$ cat config.mk
export PLATFORM = sky130hd
export DESIGN_NAME = vgain_stage
export DESIGN_NICKNAME = d
export VERILOG_FILES = /design/src/rtl/vgain_pkg.sv /design/src/rtl/vgain_regs.sv /design/src/rtl/vgain_ctrl.sv /design/src/rtl/vgain_math.sv /design/src/rtl/vgain_stage.sv
export SDC_FILE = /design/constraint.sdc
export NUM_CORES = 1
export LEC_CHECK = 0
export ABC_CLOCK_PERIOD_IN_PS = 7920
export CAP_MARGIN = 10
export CORE_MARGIN = 5
export CORE_UTILIZATION = 54
export DETAILED_ROUTE_END_ITERATION = 8
export DONT_BUFFER_PORTS = 1
export MAX_ROUTING_LAYER = met4
export PLACE_DENSITY = 0.72
export SETUP_SLACK_MARGIN = 0.02
export SLEW_MARGIN = 25
export SYNTH_ARGS = -nofsm -noshare
export SYNTH_HDL_FRONTEND = slang
export SYNTH_SLANG_ARGS = --single-unit
$ cat constraint.sdc
create_clock -name clk -period 7.92 [get_ports clk]
set_clock_uncertainty 0.15 [all_clocks]
set_input_delay 1.584 -clock clk [delete_from_list [all_inputs] [get_ports clk]]
set_output_delay 1.584 -clock clk [all_outputs]
set_load 0.01 [all_outputs]
$ cat src/rtl/vgain_pkg.sv
package vgain_pkg;

    localparam int VOL_LIM   = 4;
    localparam int TRIM_LIM  = 6;
    localparam int COEF_W    = 16;
    localparam int COEF_FRAC = 14;

    localparam logic [1:0] ADDR_VOL  = 2'd0;
    localparam logic [1:0] ADDR_TRIM = 2'd1;
    localparam logic [1:0] ADDR_CTRL = 2'd2;

    typedef enum logic [1:0] {
        ST_IDLE = 2'd0,
        ST_CALC = 2'd1,
        ST_HOLD = 2'd2
    } vg_state_e;

    // trim is a 4-bit two's complement dB value in -6..+6
    typedef struct packed {
        logic [2:0] vol;
        logic [3:0] trim;
        logic       mute;
        logic       bypass;
    } vg_set_t;

    // Q2.14 value of 10^(t/20)
    function automatic logic [COEF_W-1:0] trim_coef(input logic [3:0] t);
        logic [COEF_W-1:0] c;
        case (t)
            4'd10:   c = 16'd8211;
            4'd11:   c = 16'd9213;
            4'd12:   c = 16'd10338;
            4'd13:   c = 16'd11599;
            4'd14:   c = 16'd13014;
            4'd15:   c = 16'd14602;
            4'd0:    c = 16'd16384;
            4'd1:    c = 16'd18383;
            4'd2:    c = 16'd20626;
            4'd3:    c = 16'd23143;
            4'd4:    c = 16'd25967;
            4'd5:    c = 16'd29135;
            4'd6:    c = 16'd32690;
            default: c = 16'd16384;
        endcase
        return c;
    endfunction

endpackage

$ cat src/rtl/vgain_regs.sv
module vgain_regs
    import vgain_pkg::*;
#(
    parameter int CFG_W = 8
) (
    input  logic             clk,
    input  logic             rst_n,
    input  logic             cfg_we,
    input  logic [1:0]       cfg_addr,
    input  logic [CFG_W-1:0] cfg_wdata,
    output vg_set_t          stg_set
);

    localparam logic [CFG_W-1:0]        VOL_MAX = CFG_W'(VOL_LIM);
    localparam logic signed [CFG_W-1:0] TRIM_HI = CFG_W'(TRIM_LIM);
    localparam logic signed [CFG_W-1:0] TRIM_LO = -TRIM_HI;

    logic signed [CFG_W-1:0] wr_signed;
    logic [2:0]              vol_clip;
    logic [3:0]              trim_clip;

    assign wr_signed = $signed(cfg_wdata);

    always_comb begin
        if (cfg_wdata > VOL_MAX) begin
            vol_clip = 3'(VOL_LIM);
        end else begin
            vol_clip = cfg_wdata[2:0];
        end
        if (wr_signed > TRIM_HI) begin
            trim_clip = 4'(TRIM_LIM);
        end else if (wr_signed < TRIM_LO) begin
            trim_clip = 4'(-TRIM_LIM);
        end else begin
            trim_clip = wr_signed[3:0];
        end
    end

    always_ff @(posedge clk or negedge rst_n) begin
        if (!rst_n) begin
            stg_set <= '0;
        end else if (cfg_we) begin
            unique case (cfg_addr)
                ADDR_VOL:  stg_set.vol  <= vol_clip;
                ADDR_TRIM: stg_set.trim <= trim_clip;
                ADDR_CTRL: begin
                    stg_set.mute   <= cfg_wdata[0];
                    stg_set.bypass <= cfg_wdata[1];
                end
                default: ;
            endcase
        end
    end

endmodule

$ cat src/rtl/vgain_ctrl.sv
module vgain_ctrl
    import vgain_pkg::*;
(
    input  logic clk,
    input  logic rst_n,
    input  logic in_valid,
    input  logic out_ready,
    output logic in_ready,
    output logic out_valid,
    output logic load_in,
    output logic load_out
);

    vg_state_e state_q, state_d;

    // state register
    always_ff @(posedge clk or negedge rst_n) begin
        if (!rst_n) begin
            state_q <= ST_IDLE;
        end else begin
            state_q <= state_d;
        end
    end

    // transitions: T_ACCEPT, T_DONE, T_HANDOFF
    always_comb begin
        state_d = state_q;
        unique case (state_q)
            ST_IDLE: if (in_valid)  state_d = ST_CALC;
            ST_CALC:                state_d = ST_HOLD;
            ST_HOLD: if (out_ready) state_d = ST_IDLE;
            default:                state_d = ST_IDLE;
        endcase
    end

    // outputs
    always_comb begin
        in_ready  = 1'b0;
        out_valid = 1'b0;
        load_in   = 1'b0;
        load_out  = 1'b0;
        unique case (state_q)
            ST_IDLE: begin
                in_ready = 1'b1;
                load_in  = in_valid;
            end
            ST_CALC: load_out  = 1'b1;
            ST_HOLD: out_valid = 1'b1;
            default: ;
        endcase
    end

endmodule

$ cat src/rtl/vgain_math.sv
module vgain_math
    import vgain_pkg::*;
#(
    parameter int DATA_W = 16
) (
    input  logic              clk,
    input  logic              rst_n,
    input  logic              load_in,
    input  logic              load_out,
    input  logic [DATA_W-1:0] in_data,
    input  vg_set_t           stg_set,
    output logic [DATA_W-1:0] out_data,
    output vg_set_t           act_set,
    output logic [DATA_W-1:0] act_x
);

    localparam int PW = DATA_W + COEF_W + 2;
    localparam logic signed [PW-1:0] HALF = PW'(1) << (COEF_FRAC - 1);
    localparam logic signed [PW-1:0] MAXV = PW'((64'sd1 <<< (DATA_W - 1)) - 1);
    localparam logic signed [PW-1:0] MINV = -MAXV - PW'(1);

    logic signed [DATA_W-1:0] x_q;
    logic        [DATA_W-1:0] y_q;
    logic signed [DATA_W-1:0] shifted;
    logic        [COEF_W-1:0] coef;
    logic signed [PW-1:0]     sx, cx, prod, scaled;
    logic        [DATA_W-1:0] sat, y_c;

    // sample and its settings are captured together
    always_ff @(posedge clk or negedge rst_n) begin
        if (!rst_n) begin
            x_q     <= '0;
            act_set <= '0;
        end else if (load_in) begin
            x_q     <= $signed(in_data);
            act_set <= stg_set;
        end
    end

    always_comb begin
        shifted = x_q >>> act_set.vol;
        coef    = trim_coef(act_set.trim);
        sx      = PW'(shifted);
        cx      = PW'($signed({1'b0, coef}));
        prod    = sx * cx;
        scaled  = (prod + HALF) >>> COEF_FRAC;
        if (scaled > MAXV) begin
            sat = MAXV[DATA_W-1:0];
        end else if (scaled < MINV) begin
            sat = MINV[DATA_W-1:0];
        end else begin
            sat = scaled[DATA_W-1:0];
        end
        if (act_set.mute) begin
            y_c = '0;
        end else if (act_set.bypass) begin
            y_c = x_q;
        end else begin
            y_c = sat;
        end
    end

    always_ff @(posedge clk or negedge rst_n) begin
        if (!rst_n) begin
            y_q <= '0;
        end else if (load_out) begin
            y_q <= y_c;
        end
    end

    assign out_data = y_q;
    assign act_x    = x_q;

endmodule

$ cat src/rtl/vgain_stage.sv
module vgain_stage
    import vgain_pkg::*;
#(
    parameter int DATA_W = 16,
    parameter int CFG_W  = 8
) (
    input  logic              clk,
    input  logic              rst_n,
    input  logic              cfg_we,
    input  logic [1:0]        cfg_addr,
    input  logic [CFG_W-1:0]  cfg_wdata,
    input  logic              in_valid,
    output logic              in_ready,
    input  logic [DATA_W-1:0] in_data,
    output logic              out_valid,
    input  logic              out_ready,
    output logic [DATA_W-1:0] out_data
);

    vg_set_t           stg_set;
    vg_set_t           act_set;
    logic [DATA_W-1:0] act_x;
    logic              load_in;
    logic              load_out;

    vgain_regs #(.CFG_W(CFG_W)) u_regs (
        .clk       (clk),
        .rst_n     (rst_n),
        .cfg_we    (cfg_we),
        .cfg_addr  (cfg_addr),
        .cfg_wdata (cfg_wdata),
        .stg_set   (stg_set)
    );

    vgain_ctrl u_ctrl (
        .clk       (clk),
        .rst_n     (rst_n),
        .in_valid  (in_valid),
        .out_ready (out_ready),
        .in_ready  (in_ready),
        .out_valid (out_valid),
        .load_in   (load_in),
        .load_out  (load_out)
    );

    vgain_math #(.DATA_W(DATA_W)) u_math (
        .clk      (clk),
        .rst_n    (rst_n),
        .load_in  (load_in),
        .load_out (load_out),
        .in_data  (in_data),
        .stg_set  (stg_set),
        .out_data (out_data),
        .act_set  (act_set),
        .act_x    (act_x)
    );

endmodule

==> results.md <==
- Status: finished clean
- First-pass GRT wire length: 54.4 mm
- Most used cell, CP: fa_1
- Main combinational cell family by area after synthesis: adder cells
- Top_reg_cell synth: dfrtp_1
- IO Count: 49
- Worst EP arrival: 7770 ps
- CTS sink count: 52
- Yosys warns: 0
- Synth top cells by count: inv_1 (240), fa_1 (180), nand2_1 (166), nor2_1 (131), ha_1 (128)
- Die width: 156 µm
- Core area: 21100 µm²
- Dpl cell area: 12500 µm²
- Clk root buf: clkbuf_16
- Die footprint: 24400 µm²
- Vias post-DR: 9782
- Final period util: 97.8%
- Max cap viols: 0
- Layout cells sized above 1: 22.8%
- Startpoint Class: flop
- Placer Congestion: 1.02
- Largest net degree at the start of global routing: 53
- Mux cell area share after synthesis: 5.85%
- GRT Util Overall: 29.2%
- Mapped Area: 11600 µm²
- Xor/xnor share of the synthesized area: 1.06%
- Top-count cell post-synth: inv_1
- Antenna violations before repair: 1
- Async SR Flop Fraction: 100%
- Clock Path Buffers: 2
- Synth Area in Adders: 45.0%
- Compound-Gate Fraction of Synth Area: 11.3%
- Synthesized area per cell: 8.79 µm²
- Min cycle time layout: 7750 ps
- Vias in the first global route: 10300
- Clock Pin Slew Worst Setup and Hold Paths: 80 ps
- Cells after Synth: 1315
- Iter 0 DRT Violations: 716
- Chip height: 156 µm
- Synth top area share: 31.2%
- Clock Latency Late Sink: 300 ps
- Fin. Hold Viols: 0
- Post-Synth Simple-Gate Area: 15.9%
- H-tree levels: 2
- TritonCTS clock tree: built
- Slew headroom: 47.9%
- F_max: 129 MHz
- Crit. End Element: flop
- Post-synthesis sequential area ratio: 11.3%
- Row count: 53
- Hpwl dp: 27.6 mm
- Synth area leader: fa_1
- Area contributors post-synth: fa_1 (31%), ha_1 (14%), dfrtp_1 (11%), inv_1 (7.8%), nand2_1 (5.4%)
- Worst Path Max Fanout: 8
- Layout area overhead: 19.2%
- Net Count, Synth: 1654
- Min-delay worst type: flop to flop
- Slew Viols, Final: 0
- Post-synth EDFFs: 0
- Starting Density: 54.8%
- Port bufs: 0
- DRC: 0
- WL per Instance: 20.3 µm
- Setup violators final: 0
- Antenna-violating nets left: 0
- DRT Pass-1 Iters: 5
- Design Area, Final: 13800 µm²
- Worst-Margin Slew: 781 ps
- Number of clock buffers inserted by TritonCTS: 5
- Synth cell types: 70
- Final #Nets: 1756
- Final wirelength: 34.5 mm
- Via/cell ratio: 5.77
- Register bit total from synthesis: 52
- CP required: 7940 ps
- Slowest CP cell: fa_1
- CP peak stage delay: 570 ps
- Grt ovf: 0
- Kind of critical path: flop to flop
[routing by layer]
layer  up-vias  wire, µm  global-route usage, %  share of wire, %
li1       4426         -                      -                 -
met1      4839     13700                   36.8                40
met2       395     16400                   47.0                48
met3       122      2540                   5.56               7.4
met4         0      1840                   11.1               5.3
met5         -         0                      -                 0
[worst paths after layout]
path	from	end	slack, ps	cells past startpoint
worst min-delay path	u_regs.stg_set[5]$_DFFE_PN0P_	u_math.act_set[5]$_DFFE_PN0P_	330	2
worst max-delay path	u_math.act_set[6]$_DFFE_PN0P_	u_math.out_data[4]$_DFFE_PN0N_	170	28
worst min register to register	u_regs.stg_set[5]$_DFFE_PN0P_	u_math.act_set[5]$_DFFE_PN0P_	330	2
worst max register to register	u_math.act_set[6]$_DFFE_PN0P_	u_math.out_data[4]$_DFFE_PN0N_	170	28
min in group asynchronous	rst_n	u_math.act_set[7]$_DFFE_PN0P_	830	0
max in group asynchronous	rst_n	u_math.act_set[3]$_DFFE_PN0P_	6680	0
[worst max-delay path, delay by kind of cell, from the launching register on]
| kind | cells | cell delay (ps) |
|---|---|---|
| AO/OA/AOI/OAI | 6 | 1120 |
| adder cells (fa/ha/maj) | 7 | 3370 |
| buffers and inverters | 8 | 830 |
| flip-flops | 1 | 410 |
| multiplexers | 2 | 770 |
| AND/OR/NAND/NOR | 5 | 940 |
[cells by family after synthesis]
kind of cell               count (synthesis)
adders and majority gates                308
xor gates and xnor gates                  14
buffers and inverters                    287
and+or+nand+nor                          411
muxes                                     50
AOI/OAI and AO/OA                        193
DFF                                       52
[per-stage QoR]
stage	utilization [%]	hold slack [ps]	cells	setup slack, ps	TNS, ps
3_5_place_dp	59.1	322	1639	-204	-2570
4_1_cts	60.8	336	1656	13.9	0
2_1_floorplan	-	294	1315	86.1	0
5_1_grt	65.3	357	1694	-52.0	-258
6_report	65.3	334	1694	172	0
3_3_place_gp	59.1	313	1639	-114	-1160
[layout make-up]
type                       count  area, µm²
clock inverter                 3       28.8
inverter                     243        917
multi-input combinational    976       9790
timing repair buffer         139       1260
antenna                        1       2.50
clock buffer                   5        125
fill                        1719       7310
sequential                    52       1310
tap                          275        344
[flip-flops by register name (all words and copies together) (netlist names)]
register and count:
u_math.act_set 9, u_math.act_x 16, u_ctrl.state_q 2, u_math.out_data 16, u_regs.stg_set 9
[placed cells by master, fill, tap and decap left out, drive strengths merged, types with 5 or more instances in the layout]
cell / instances
a211oi: 9
fa: 180
o21ai: 58
inv: 243
nand2: 166
a21oi: 48
mux2i: 11
nor2b: 9
clkbuf: 7
nand2b: 22
nor3: 13
xor2: 6
buf: 136
mux4: 11
nand3: 10
mux2: 28
o31ai: 9
nor2: 131
o221ai: 11
xnor2: 8
o21bai: 5
and2: 30
dfrtp: 52
and3: 6
a21o: 14
ha: 128
nand4: 7
a31oi: 6
[timing repair]
| item | 4_1_cts | 5_1_grt |
|---|---|---|
| pin swaps | 7 | 67 |
| gates resized for setup | 27 | 140 |
| endpoints found under the setup margin | 15 | 16 |
| setup buffers | 8 | 35 |
| hold buffers | 0 | 0 |
| cloned | 1 | 3 |
Power is left out: the tool's default activity adds up to more than one toggle a clock period on the data nets, which glitch-free logic cannot reach.
